==> config.mk <==
export PLATFORM = sky130hd
export DESIGN_NAME = cbo_tx_access
export DESIGN_NICKNAME = d
export VERILOG_FILES = /design/src/rtl/cbo_pkg.sv /design/src/rtl/cbo_prng.sv /design/src/rtl/cbo_bit_counter.sv /design/src/rtl/cbo_slot_timer.sv /design/src/rtl/cbo_tx_access.sv
export SDC_FILE = /design/constraint.sdc
export NUM_CORES = 1
export LEC_CHECK = 0
export ABC_AREA = 1
export BUFFER_PORTS_ARGS = -buffer_cell sky130_fd_sc_hd__buf_2
export CAP_MARGIN = 0
export CORE_AREA = 2 2 72 101
export DETAILED_ROUTE_END_ITERATION = 12
export DIE_AREA = 0 0 74 103
export PLACE_DENSITY_LB_ADDON = 0.08
export SYNTH_ARGS = -nofsm -noshare
export SYNTH_HDL_FRONTEND = slang
export SYNTH_SLANG_ARGS = --single-unit
==> constraint.sdc <==
create_clock -name clk -period 2.5 [get_ports clk]
set_clock_uncertainty 0.2 [all_clocks]
set_input_delay 0.25 -clock clk [delete_from_list [all_inputs] [get_ports clk]]
set_output_delay 0.25 -clock clk [all_outputs]
set_load 0.1 [all_outputs]
==> src/rtl/cbo_pkg.sv <==
package cbo_pkg;
    typedef enum logic [2:0] {
        ST_IDLE,
        ST_DEFER,
        ST_SEND,
        ST_JAM,
        ST_BACKOFF
    } cbo_state_t;
endpackage

==> src/rtl/cbo_prng.sv <==
module cbo_prng #(
    parameter int            W     = 16,
    parameter int            OUT_W = 10,
    parameter logic [W-1:0]  SEED  = 16'hACE1,
    parameter logic [W-1:0]  TAPS  = 16'hB400
) (
    input  logic             clk,
    input  logic             rst_n,
    output logic [OUT_W-1:0] rnd
);
    logic [W-1:0] q;

    always_ff @(posedge clk) begin
        if (!rst_n) q <= SEED;
        else        q <= {1'b0, q[W-1:1]} ^ (q[0] ? TAPS : '0);
    end

    assign rnd = q[OUT_W-1:0];
endmodule

==> src/rtl/cbo_bit_counter.sv <==
module cbo_bit_counter #(
    parameter int W = 16
) (
    input  logic         clk,
    input  logic         rst_n,
    input  logic         clr,
    output logic [W-1:0] q
);
    always_ff @(posedge clk) begin
        if (!rst_n || clr) q <= '0;
        else               q <= q + 1'b1;
    end
endmodule

==> src/rtl/cbo_slot_timer.sv <==
module cbo_slot_timer #(
    parameter int SLOT_BITS = 512,
    parameter int SLOTS_W   = 10
) (
    input  logic               clk,
    input  logic               rst_n,
    input  logic               load,
    input  logic [SLOTS_W-1:0] load_slots,
    input  logic               run,
    output logic               expired
);
    localparam int SB_W = $clog2(SLOT_BITS + 1);

    logic [SLOTS_W-1:0] slots_left;
    logic [SB_W-1:0]    bit_in_slot;

    always_ff @(posedge clk) begin
        if (!rst_n) begin
            slots_left  <= '0;
            bit_in_slot <= '0;
        end else if (load) begin
            slots_left  <= load_slots;
            bit_in_slot <= '0;
        end else if (run && slots_left != '0) begin
            if (bit_in_slot == SB_W'(SLOT_BITS - 1)) begin
                bit_in_slot <= '0;
                slots_left  <= slots_left - 1'b1;
            end else begin
                bit_in_slot <= bit_in_slot + 1'b1;
            end
        end
    end

    assign expired = (slots_left == '0);
endmodule

==> src/rtl/cbo_tx_access.sv <==
module cbo_tx_access
    import cbo_pkg::*;
#(
    parameter int                GAP_BITS     = 96,
    parameter int                SLOT_BITS    = 512,
    parameter int                JAM_BITS     = 32,
    parameter int                MAX_ATTEMPTS = 16,
    parameter int                EXP_CAP      = 10,
    parameter int                LEN_W        = 14,
    parameter int                PRNG_W       = 16,
    parameter logic [PRNG_W-1:0] PRNG_SEED    = 16'hACE1,
    parameter logic [PRNG_W-1:0] PRNG_TAPS    = 16'hB400
) (
    input  logic             clk,
    input  logic             rst_n,
    input  logic             tx_req,
    input  logic [LEN_W-1:0] tx_len_bits,
    input  logic             carrier_sense,
    input  logic             collision,
    output logic             tx_bit_en,
    output logic             jam_active,
    output logic             tx_done,
    output logic             tx_abort
);
    localparam int GAP_W = $clog2(GAP_BITS + 1);
    localparam int JAM_W = $clog2(JAM_BITS + 1);
    localparam int MX1_W = (LEN_W > GAP_W) ? LEN_W : GAP_W;
    localparam int CNT_W = ((MX1_W > JAM_W) ? MX1_W : JAM_W) + 1;
    localparam int ATT_W = $clog2(MAX_ATTEMPTS + 2);

    cbo_state_t         state_q, state_d;
    logic [CNT_W-1:0]   cnt;
    logic               cnt_clr;
    logic [LEN_W-1:0]   len_q;
    logic [ATT_W-1:0]   att_q;
    logic [ATT_W-1:0]   att_next;
    logic [EXP_CAP-1:0] rnd;
    logic [EXP_CAP-1:0] exp_mask;
    logic               bo_expired;
    logic               gap_met, last_bit, jam_last, over_limit;

    cbo_prng #(
        .W(PRNG_W), .OUT_W(EXP_CAP), .SEED(PRNG_SEED), .TAPS(PRNG_TAPS)
    ) u_prng (
        .clk(clk), .rst_n(rst_n), .rnd(rnd)
    );

    cbo_bit_counter #(.W(CNT_W)) u_cnt (
        .clk(clk), .rst_n(rst_n), .clr(cnt_clr), .q(cnt)
    );

    cbo_slot_timer #(.SLOT_BITS(SLOT_BITS), .SLOTS_W(EXP_CAP)) u_slot (
        .clk        (clk),
        .rst_n      (rst_n),
        .load       (state_q == ST_JAM && jam_last),
        .load_slots (rnd & exp_mask),
        .run        (state_q == ST_BACKOFF),
        .expired    (bo_expired)
    );

    assign att_next   = att_q + 1'b1;
    assign over_limit = (att_q >= ATT_W'(MAX_ATTEMPTS));
    assign gap_met    = !carrier_sense && (cnt == CNT_W'(GAP_BITS - 1));
    assign last_bit   = (cnt == CNT_W'(len_q) - CNT_W'(1));
    assign jam_last   = (cnt == CNT_W'(JAM_BITS - 1));

    always_comb begin
        for (int i = 0; i < EXP_CAP; i++) exp_mask[i] = (i < int'(att_next));
    end

    always_comb begin
        state_d = state_q;
        unique case (state_q)
            ST_IDLE:    if (tx_req)   state_d = ST_DEFER;
            ST_DEFER:   if (gap_met)  state_d = ST_SEND;
            ST_SEND:    if (collision)     state_d = ST_JAM;
                        else if (last_bit) state_d = ST_IDLE;
            ST_JAM:     if (jam_last) state_d = over_limit ? ST_IDLE : ST_BACKOFF;
            ST_BACKOFF: if (bo_expired) state_d = ST_DEFER;
            default:    state_d = ST_IDLE;
        endcase
    end

    assign cnt_clr = (state_d != state_q) || (state_q == ST_DEFER && carrier_sense);

    always_ff @(posedge clk) begin
        if (!rst_n) begin
            state_q <= ST_IDLE;
            len_q   <= '0;
            att_q   <= '0;
        end else begin
            state_q <= state_d;
            if (state_q == ST_IDLE && tx_req) begin
                len_q <= (tx_len_bits == '0) ? LEN_W'(1) : tx_len_bits;
                att_q <= '0;
            end else if (state_q == ST_JAM && jam_last && !over_limit) begin
                att_q <= att_next;
            end
        end
    end

    always_ff @(posedge clk) begin
        if (!rst_n) begin
            tx_done  <= 1'b0;
            tx_abort <= 1'b0;
        end else begin
            tx_done  <= (state_q == ST_SEND) && !collision && last_bit;
            tx_abort <= (state_q == ST_JAM) && jam_last && over_limit;
        end
    end

    assign tx_bit_en  = (state_q == ST_SEND);
    assign jam_active = (state_q == ST_JAM);
endmodule

==> flow_summary.ini <==
[status]
outcome = finished, final reports clean

[worst_setup_path]
crit_chain = inv_1, ha_2, xor2_1, nand2_1, nor2_1, nand2_1, nor2_1, nand2_1, nor2_1, nand3_2, nand2_1, nand3_1, nand2_2, buf_12, nor2_1
crit_family = simple AND/OR/NAND/NOR gates
endpoint_kind = flip-flop
arrival_ns = 2.35
cp_max_fo = 15
crit_type = reg -> reg
max_stage_delay_ns = 0.34
cp-start-kind = flip-flop
crit_buf_inv = 2
rrSetupSlack_ns = 0.20
r2r_end = u_cnt.q[0]
required_ns = 2.55
worst-r2r-cell-count = 15
rr_startpoint = len_q[0]
cpMaxStageDelayCell = dfxtp_2

[pwr]
p_clk_share_pct = 38.7
cell_internal_pwr_mw = 1.93
swShare_pct = 26.6
p_comb_share_pct = 13.0
powerDensity_mw_per_mm2 = 564
leakagePower_nw = 2.08
p_sw_mw = 0.697
peakVddDrop_v = 0.000446
power_frac_seq_pct = 48.3
power_mw = 2.62

[global_route]
grt_pass1_vias = 3546
grt_first_pass_wirelength_um = 15600
antenna_found_initial = 0
track_usage_pct = 26.7
grt_max_degree = 28
globalRoute.totalOverflow = 0

[clocking]
cts_sinks = 75
clock_path_buffers = 2
cts_tree = done
cts_buffers = 9
cts_root_buf = clkbuf_8
path_clk_slew_ns = 0.08
clkLatencyLatePin_ns = 0.35
htreeDepth = 3

[flow_run]
cap_violations = 0

[sta]
rsz0062_at_grt = no
final-setup-viol-count = 0
hold_violations = 0
relSlewSlack_pct = 60.9
final_max_slew_viol_count = 0
tightestPinTransition_ns = 0.581
fin_crit_sh_pct = 92.1
max_freq_ghz = 0.434
period_minus_slack_ns = 2.30

[logic_synthesis]
netlist_instances = 559
synth_edf_count = 0
synth_cell_types = 39
synth_seq_area_share_pct = 38.3
synthTopCellsByArea = dfxtp_1 (38%), nand2_1 (9.5%), inv_1 (7.4%)
synth_common_cells = nand2_1 (99), inv_1 (77), nor2_1 (77)
async_flop_share_pct = 0
synth_top_area_share_pct = 38.3
syn-num-nets = 584
yosysWarnings = 0
synth_area_sq_mm = 0.00392
ys_seq_elements = 75
yosys_most_used_dff = dfxtp_1
synth_most_common_cell = nand2_1
synth_top_cell_by_area = dfxtp_1
avgSynthCellArea_sq_um = 7.02

[placement]
dp_cells = 682
gp_congestion = 0.935
port_buffers = 22
hpwlAfterDp_um = 7200

[floorplan]
start_util_pct = 57.7
dieArea_sq_mm = 0.00762
die_y_um = 103
core_sq_mm = 0.00680
io_pins = 23
die_w_um = 74
row_count = 36

[drt]
post-route-drc-count = 0
drt_iter0_markers = 137
routed_wl_um = 9650
wl_per_cell_um = 13.6
ant_nets = 0
drt_first_pass_iters = 6
num_vias = 3711
via_per_inst = 5.21

[cells_and_area]
layout-drive-gt1-share_pct = 16.2
instances_no_fill = 712
nets = 637
n_antenna_cell = 0
syn2layout_area_growth_pct = 18.6

[min_path]
min_path_type = in -> reg
whs_path_depth = 3
min_to = state_q[0]
worstHoldStart = tx_req
## power groups by stage
stage | logic (mW) | clock network (mW) | registers [mW]
after floorplan | 0.219 | 0 | 1.28
after global placement | 0.304 | 0 | 1.29
after detailed placement | 0.310 | 0 | 1.29
after CTS | 0.328 | 1.03 | 1.26
after global routing | 0.382 | 1.08 | 1.27
final | 0.341 | 1.02 | 1.27
## tightest hold or removal path: stages
cell and delay, ns:
buf_2 0.10, nand3_1 0.11, a21oi_1 0.08
## area by class of cell
class	instances	area [sq um]
Fill cell	597	2150
Multi-Input combinational cell	393	2130
Sequential cell	75	1510
Timing Repair Buffer	51	373
Inverter	82	310
Clock inverter	7	92.6
Tap cell	95	119
Clock buffer	9	124
## flip-flops by register name (all words and copies together), names as in the netlist
| register | count |
|---|---|
| u_prng.q | 16 |
| u_cnt.q | 15 |
| len_q | 14 |
| u_slot.bit_in_slot | 10 |
| u_slot.slots_left | 10 |
| att_q | 5 |
| state_q | 3 |
| tx_abort | 1 |
| tx_done | 1 |
## layer usage
layer / vias to the layer above / wire (um) / part of all wire [%] / global-route usage, %
li1: 1894 / - / - / -
met1: 1717 / 3880 / 40 / 28.0
met2: 74 / 5230 / 54 / 50.5
met3: 26 / 265 / 2.7 / 4.89
met4: 0 / 276 / 2.9 / 11.9
met5: - / 0 / 0 / 0
## layout by cell type (no fill, tap or decap), types with 4 or more instances in the layout
master	count
nor2_1	72
nor3_1	13
nand2_1	99
buf_2	22
nand4_1	7
xor2_1	27
nand3_1	45
a21oi_1	19
inv_2	4
xnor2_1	8
ha_1	5
dlygate4sd3_1	13
clkbuf_8	9
or2_2	6
dfxtp_1	71
inv_1	76
dfxtp_2	4
buf_4	15
nor2_2	16
o21ai_0	35
## kinds of logic (layout without fill, tap and decap cells)
kind of cell    after synthesis  in the layout  share of synthesized area (%)
flops                        75             75                           38.3
fa+ha+maj                     6              6                           1.91
buf+inv                      91            149                           9.00
xor+xnor                     36             36                           8.04
compound gates               75             75                           10.9
simple gates                276            276                           31.9
## worst max path at each step
stage,from,endpoint,cells after the start
global route,u_slot.slots_left[0],u_slot.slots_left[2],13
CTS,len_q[0],u_cnt.q[0],16
finish,len_q[0],u_cnt.q[0],15
detailed placement,len_q[0],u_cnt.q[0],16
global placement,len_q[0],u_cnt.q[0],16
floorplan,state_q[1],u_cnt.q[7],13
## timing repair
item	4_1_cts	5_1_grt
gates resized for setup	0	14
endpoints found under the setup margin	0	19
setup buffers	0	1
hold buffers	13	0
hold endpoints to repair	13	0
## through the flow
stage          instance area, sq um  setup TNS (ns)  utilization (%)  hold WS, ns  worst slack, ns
2_1_floorplan                  3940           -2.58                -        0.178           -0.213
3_3_place_gp                   4250               0             62.5        0.196            0.125
3_5_place_dp                   4250               0             62.5        0.206           0.0867
4_1_cts                        4600               0             67.6       0.0224           0.0693
5_1_grt                        4650               0             68.4       0.0386           0.0210
6_report                       4650               0             68.4       0.0370            0.198
Power figures use the tool's default switching activity.
